[config.mk]
export PLATFORM = sky130hd
export DESIGN_NAME = tdm_hwy_deser
export DESIGN_NICKNAME = d
export VERILOG_FILES = /design/src/rtl/tdm_deser_pkg.sv /design/src/rtl/tdm_sync_align.sv /design/src/rtl/tdm_bit_timer.sv /design/src/rtl/tdm_byte_asm.sv /design/src/rtl/tdm_hwy_deser.sv
export SDC_FILE = /design/constraint.sdc
export NUM_CORES = 1
export LEC_CHECK = 0
export CELL_PAD_IN_SITES_DETAIL_PLACEMENT = 1
export CELL_PAD_IN_SITES_GLOBAL_PLACEMENT = 2
export CORE_AREA = 2 2 101 103
export DETAILED_ROUTE_END_ITERATION = 10
export DIE_AREA = 0 0 103 105
export GPL_TIMING_DRIVEN = 0
export HOLD_SLACK_MARGIN = 0.08
export PLACE_DENSITY_LB_ADDON = 0.1
export SYNTH_ARGS = -nofsm -noshare
export SYNTH_HDL_FRONTEND = slang
export SYNTH_HIERARCHICAL = 1
export SYNTH_SLANG_ARGS = --single-unit
[constraint.sdc]
create_clock -name sclk -period 4.5 [get_ports sclk]
set_input_delay 0.45 -clock sclk [delete_from_list [all_inputs] [get_ports sclk]]
set_output_delay 0.45 -clock sclk [all_outputs]
set_load 0.005 [all_outputs]
[src/rtl/tdm_deser_pkg.sv]
package tdm_deser_pkg;
  localparam int MODE_W     = 2;
  localparam int TSO_W      = 6;
  localparam int CSO_W      = 3;
  localparam int BYTE_W     = 8;
  localparam int BASE_SLOTS = 32;
  localparam int MAX_CPB    = 4;
  localparam int BIT_W      = $clog2(BYTE_W);
  localparam int PH_W       = $clog2(MAX_CPB);
  localparam int SLOT_W     = $clog2(2 * BASE_SLOTS);
  localparam int FPOS_W     = $clog2(BASE_SLOTS * BYTE_W * MAX_CPB);
  localparam int DLY_W      = $clog2((2**TSO_W - 1) * BYTE_W * MAX_CPB + 2**CSO_W + 1);

  typedef enum logic [1:0] {ST_IDLE, ST_WAIT, ST_RUN} align_st_t;

  function automatic int cpb_of(input logic [MODE_W-1:0] m);
    case (m)
      2'd0:    return 1;
      2'd1:    return 2;
      default: return 4;
    endcase
  endfunction

  function automatic int slots_of(input logic [MODE_W-1:0] m);
    return (m == 2'd1) ? 2 * BASE_SLOTS : BASE_SLOTS;
  endfunction

  function automatic logic [PH_W-1:0] ph_last(input logic [MODE_W-1:0] m);
    return PH_W'(cpb_of(m) - 1);
  endfunction

  function automatic logic [SLOT_W-1:0] slot_last(input logic [MODE_W-1:0] m);
    return SLOT_W'(slots_of(m) - 1);
  endfunction

  function automatic logic [FPOS_W-1:0] frame_last(input logic [MODE_W-1:0] m);
    return FPOS_W'(slots_of(m) * BYTE_W * cpb_of(m) - 1);
  endfunction

  function automatic logic [DLY_W-1:0] delay_of(input logic [MODE_W-1:0] m,
                                                input logic [TSO_W-1:0] tso,
                                                input logic [CSO_W-1:0] cso,
                                                input logic adj);
    return DLY_W'(int'(tso) * BYTE_W * cpb_of(m) + int'(cso) + int'(adj));
  endfunction
endpackage

[src/rtl/tdm_sync_align.sv]
module tdm_sync_align
  import tdm_deser_pkg::*;
(
  input  logic              clk,
  input  logic              rst_n,
  input  logic              sync_i,
  input  logic [MODE_W-1:0] mode_i,
  input  logic [TSO_W-1:0]  tso_i,
  input  logic [CSO_W-1:0]  cso_i,
  input  logic              adj_i,
  output logic [MODE_W-1:0] mode_q,
  output logic              active_o,
  output logic              restart_o,
  output logic              locked_o,
  output logic              resync_o
);
  align_st_t         st;
  logic [DLY_W-1:0]  dly;
  logic [FPOS_W-1:0] fpos;
  logic              on_grid;
  logic              load;

  // The frame grid counts from the last aligning sync.
  assign on_grid   = (fpos == frame_last(mode_q));
  assign load      = sync_i & ((st == ST_IDLE) | !on_grid);
  assign active_o  = !load & ((st == ST_RUN) | ((st == ST_WAIT) & (dly == '0)));
  assign restart_o = load;
  assign locked_o  = (st != ST_IDLE);

  always_ff @(negedge clk or negedge rst_n) begin
    if (!rst_n) begin
      st       <= ST_IDLE;
      dly      <= '0;
      fpos     <= '0;
      mode_q   <= '0;
      resync_o <= 1'b0;
    end else begin
      resync_o <= sync_i & (st != ST_IDLE) & !on_grid;
      if (load) begin
        mode_q <= mode_i;
        dly    <= delay_of(mode_i, tso_i, cso_i, adj_i);
        st     <= ST_WAIT;
        fpos   <= '0;
      end else begin
        if (st != ST_IDLE) fpos <= on_grid ? '0 : fpos + 1'b1;
        if (st == ST_WAIT) begin
          if (dly == '0) st <= ST_RUN;
          else           dly <= dly - 1'b1;
        end
      end
    end
  end
endmodule

[src/rtl/tdm_bit_timer.sv]
module tdm_bit_timer
  import tdm_deser_pkg::*;
(
  input  logic              clk,
  input  logic              rst_n,
  input  logic              active_i,
  input  logic              restart_i,
  input  logic [MODE_W-1:0] mode_i,
  output logic              sample_o,
  output logic              byte_end_o,
  output logic              first_o,
  output logic [SLOT_W-1:0] slot_o
);
  logic [PH_W-1:0]   ph;
  logic [BIT_W-1:0]  bt;
  logic              ph_wrap;
  logic              bt_wrap;
  logic              sl_wrap;

  assign ph_wrap    = (ph == ph_last(mode_i));
  assign bt_wrap    = (bt == BIT_W'(BYTE_W - 1));
  assign sl_wrap    = (slot_o == slot_last(mode_i));
  assign sample_o   = active_i & ph_wrap;
  assign byte_end_o = sample_o & bt_wrap;
  assign first_o    = active_i & (ph == '0) & (bt == '0) & (slot_o == '0);

  always_ff @(negedge clk or negedge rst_n) begin
    if (!rst_n) begin
      ph     <= '0;
      bt     <= '0;
      slot_o <= '0;
    end else if (restart_i) begin
      ph     <= '0;
      bt     <= '0;
      slot_o <= '0;
    end else if (active_i) begin
      ph <= ph_wrap ? '0 : ph + 1'b1;
      if (ph_wrap) begin
        bt <= bt + 1'b1;
        if (bt_wrap) slot_o <= sl_wrap ? '0 : slot_o + 1'b1;
      end
    end
  end
endmodule

[src/rtl/tdm_byte_asm.sv]
module tdm_byte_asm
  import tdm_deser_pkg::*;
(
  input  logic              clk,
  input  logic              rst_n,
  input  logic              sdata_i,
  input  logic              sample_i,
  input  logic              byte_end_i,
  input  logic              first_i,
  input  logic [SLOT_W-1:0] slot_i,
  output logic [BYTE_W-1:0] byte_o,
  output logic [SLOT_W-1:0] slot_o,
  output logic              vld_o,
  output logic              fstart_o
);
  logic [BYTE_W-2:0] sh;

  always_ff @(negedge clk or negedge rst_n) begin
    if (!rst_n) begin
      sh       <= '0;
      byte_o   <= '0;
      slot_o   <= '0;
      vld_o    <= 1'b0;
      fstart_o <= 1'b0;
    end else begin
      fstart_o <= first_i;
      vld_o    <= byte_end_i;
      if (sample_i) sh <= {sh[BYTE_W-3:0], sdata_i};
      if (byte_end_i) begin
        byte_o <= {sh, sdata_i};
        slot_o <= slot_i;
      end
    end
  end
endmodule

[src/rtl/tdm_hwy_deser.sv]
module tdm_hwy_deser
  import tdm_deser_pkg::*;
(
  input  logic              sclk,
  input  logic              rst_n,
  input  logic              fsync_i,
  input  logic              sdata_i,
  input  logic [MODE_W-1:0] mode_i,
  input  logic [TSO_W-1:0]  ts_ofs_i,
  input  logic [CSO_W-1:0]  clk_ofs_i,
  input  logic              edge_adj_i,
  output logic [BYTE_W-1:0] byte_o,
  output logic [SLOT_W-1:0] slot_o,
  output logic              byte_vld_o,
  output logic              frame_start_o,
  output logic              resync_o
);
  logic [MODE_W-1:0] mode_w;
  logic              active_w;
  logic              restart_w;
  logic              locked_w;
  logic              sample_w;
  logic              byte_end_w;
  logic              first_w;
  logic [SLOT_W-1:0] tslot_w;

  tdm_sync_align i_align (
    .clk       (sclk),
    .rst_n     (rst_n),
    .sync_i    (fsync_i),
    .mode_i    (mode_i),
    .tso_i     (ts_ofs_i),
    .cso_i     (clk_ofs_i),
    .adj_i     (edge_adj_i),
    .mode_q    (mode_w),
    .active_o  (active_w),
    .restart_o (restart_w),
    .locked_o  (locked_w),
    .resync_o  (resync_o)
  );

  tdm_bit_timer i_timer (
    .clk        (sclk),
    .rst_n      (rst_n),
    .active_i   (active_w),
    .restart_i  (restart_w),
    .mode_i     (mode_w),
    .sample_o   (sample_w),
    .byte_end_o (byte_end_w),
    .first_o    (first_w),
    .slot_o     (tslot_w)
  );

  tdm_byte_asm i_asm (
    .clk        (sclk),
    .rst_n      (rst_n),
    .sdata_i    (sdata_i),
    .sample_i   (sample_w),
    .byte_end_i (byte_end_w),
    .first_i    (first_w),
    .slot_i     (tslot_w),
    .byte_o     (byte_o),
    .slot_o     (slot_o),
    .vld_o      (byte_vld_o),
    .fstart_o   (frame_start_o)
  );
endmodule

==> summary.md <==
| Metric | Value |
|---|---|
| Initial Util | between 30% and 40% |
| Final setup margin | -809 ps |
| Slowest CP cell | fa_1 |
| Post-synth EDFFs | 0 |
| Register-to-register setup slack | between 1000 and 1500 ps |
| Power Internal | 944 uW |
| Mapped Area | 0.00364 mm^2 |
| Outcome | finished with violations |
| Inst Count DP | ~520 |
| Worst-path clk slew | 40 ps |
| Root Driver | clkbuf_8 |
| Post-CTS Hold Buffers | 0 |
| Setup CP Type | input pin to register |
| Initial drt markers | 53 |
| Synth Warn # | 6 |
| Max-slew headroom | 64.1% |
| Post-synthesis sequential area ratio | between 40% and 50% |
| All-layer global routing usage | around 16% |
| Synth Flop Type | dfrtn_1 |
| Worst skew pair latency | 320 ps |
| Row count | 36 |
| Sw frac | 25.4% |
| CP Max Fanout | 4 |
| Tot Pwr | 1260 uW |
| Slowest stage delay, CP | 490 ps |
| Violated checks | negative setup slack |
| Cells after synthesis | between 300 and 400 |
| Die X | approximately 100 um |
| Placed instance area | 0.00421 mm^2 |
| Combinational Power Share | approximately 16% |
| Dpl hpwl | 5620 um |
| WP buf/inv | 4 |
| Nets | 463 |
| Final Non-Filler Cells | 551 |
| Pin count of the biggest net entering global routing | 40 |
| NetSw | about 320 uW |
| CTS sink cnt | 60 |
| Port bufs | 31 |
| Routed Antenna Nets | 0 |
| Reg power frac | 46.9% |
| Power density over cell area | 273 mW/mm^2 |
| Die Height | between 100 and 150 um |
| Layout area overhead | 27.0% |
| Worst setup path start | mode_i[0] |
| Critical R2R Capture | i_asm/byte_o[3] |
| Avg Vias per Cell | about 5 |
| Number of CTS-inserted buffers | 9 |
| Leak pwr | 0.00206 uW |
| Actual slew at the worst max-slew pin | 537 ps |
| Vias in the first global route | 2857 |
| Seq cells post-synth | 60 |
| # setup viols final | 5 |
| Worst Skew | 6.30 ps |
| Die area | 0.0108 mm^2 |
| Count of pins over their slew limit | 0 |
| GRT overflow | 0 |
| Most frequent cells in the layout | dfrtn_1 (60), nor2_1 (29), nand2_1 (28), clkdlybuf4s50_1 (23), mux2_2 (21) |
| Layout cells sized above 1 | approximately a quarter |
| Worst reg2reg path depth | 14 |
| Net Count, Synth | 405 |
| Top cell family by delay on the critical path | adder cells |
| CORE AREA | a little under 0.01 mm^2 |
| Wire per inst | between 10 and 15 um |
| CTS max path bufs | 2 |
| Syn Area/Cell | 10.2 um^2 |
| Arr. time, crit path | between 3000 and 4000 ps |
| Vias | 2710 |
| Worst vdd ir | roughly 120 uV |
| # IOs | 33 |
| Max Cap Violations | 0 |
| CP endpoint | i_align/dly[10] |
| Crit path cell chain | buf_8 > nor2b_4 > buf_6 > and2_4 > ha_4 > ha_2 > inv_2 > fa_1 > inv_2 > ha_4 > ha_4 > nand2_2 > o21bai_1 > xor2_1 > nand3_1 > xnor2_1 > o21ai_1 |
| Total Wirelength | 7650 um |
| H-tree levels | 3 |
| Share of power burned in the clock network | 37.5% |
| Yosys cell types | 50 |
| Routability congestion estimate from global placement | 0.697 |
| Worst setup EP type | register |
| RSZ-0062 raised after global routing | yes |
| Asr flop ratio synth | 100% |
| Initial antenna violation count | 0 |
| Design area | about 0.0046 mm^2 |
| Worst Hold Class | register to register |
| Levels on crit path | 17 |
| Global-route wire length before repair | 13400 um |
| Most common cell after layout, fill and taps aside | dfrtn_1 |
| Reg-to-reg startpoint | i_align/mode_q[1] |
| Critical path startpoint category | input pin |
| Most used cell, CP | ha_4 |
| TritonCTS clock tree | done |
| TNS Setup | -3240 ps |
| Place WS | -1930 ps |
| Antenna fix cells | 0 |
| Worst path required time | 2400 ps |
| Final Hold Viols | 0 |
| First-pass DRT Iterations | 4 |
| DR DRC count | 0 |
==> state kept, by name (all words and copies together), names as in the netlist <==
register          cells
i_align/mode_q        2
i_asm/slot_o          6
i_align/resync_o      1
i_asm/sh              7
i_timer/slot_o        6
i_asm/vld_o           1
i_timer/ph            2
i_timer/bt            3
i_asm/byte_o          8
i_align/fpos         10
i_asm/fstart_o        1
i_align/dly          11
i_align/st            2
==> logic make-up after synthesis <==
kind of cell               after synthesis  share of synthesized area, %
and+or+nand+nor                        138                          20.0
adders and majority gates               32                          11.6
DFF                                     60                          41.2
xor gates and xnor gates                35                          8.42
AOI/OAI and AO/OA                       37                          6.87
muxes                                   26                          7.87
buffers and inverters                   29                          3.95
==> worst min-delay path by stage <==
| stage | start | end | slack (ps) | cells past startpoint |
|---|---|---|---|---|
| 2_1_floorplan | i_asm/sh[6] | i_asm/sh[6] | 440 | 1 |
| 3_3_place_gp | i_asm/sh[6] | i_asm/byte_o[7] | 450 | 1 |
| 3_5_place_dp | i_asm/sh[6] | i_asm/byte_o[7] | 460 | 1 |
| 4_1_cts | i_asm/sh[6] | i_asm/byte_o[7] | 450 | 1 |
| 5_1_grt | i_asm/byte_o[6] | i_asm/byte_o[6] | 470 | 1 |
| 6_report | i_asm/byte_o[6] | i_asm/byte_o[6] | 450 | 1 |
==> through the flow <==
step | utilization, % | hold slack (ps)
global route | 48.0 | 468
CTS | 47.6 | 454
detailed placement | 43.7 | 455
finish | 48.0 | 451
floorplan | - | 435
global placement | 43.5 | 447
==> layout make-up <==
cell class / count / area [um^2]
plain buffers: 7 / 82.6
repair buffers: 48 / 452
clock inverters: 2 / 35.0
flip-flops and latches: 60 / 1500
clock buffers: 12 / 155
inverters: 21 / 85.1
multi-input cells: 268 / 2150
fillers: 1096 / 5010
well taps: 133 / 166
==> metal layers <==
metal | up-vias | wire, um | share of wire (%) | global-route usage, %
met5 | - | 0 | 0 | 0
met4 | 0 | 92 | 1.2 | 4.23
met3 | 8 | 173 | 2.3 | 3.21
met2 | 30 | 3970 | 52 | 27.0
met1 | 1329 | 3420 | 45 | 19.4
li1 | 1343 | - | - | -
==> Yosys cell counts (all sizes together), types with 9 or more instances <==
cell	instances	share of area (%)
dfrtn	60	41
nor2	33	3.4
nand2	31	3.4
ha	29	10
inv	21	2.2
mux2	21	6.5
xor2	19	4.6
and2	16	2.7
xnor2	16	3.8
nand3	14	1.9
a21oi	11	1.5
o21ai	9	1.3
==> power by group through the flow <==
| stage | clock [uW] | sequential, uW | combinational (uW) |
|---|---|---|---|
| 6_report | 475 | 593 | 197 |
| 5_1_grt | 521 | 599 | 226 |
| 4_1_cts | 494 | 593 | 199 |
| 3_5_place_dp | 0 | 602 | 181 |
| 3_3_place_gp | 0 | 601 | 175 |
| 2_1_floorplan | 0 | 596 | 123 |
==> worst register-to-register path: cells and delay by family, from the launching register on <==
family                 cells  cell delay [ps]
AOI/OAI and AO/OA          2              420
buffers and inverters      6              630
DFF                        1              430
muxes                      1              340
and+or+nand+nor            5             1110
==> timing repair <==
action,4_1_cts,5_1_grt
setup endpoints to repair,36,21
pin swaps,20,9
buffers inserted,13,3
resized for setup,36,5
No activity file was read; power rests on OpenSTA's default activity.
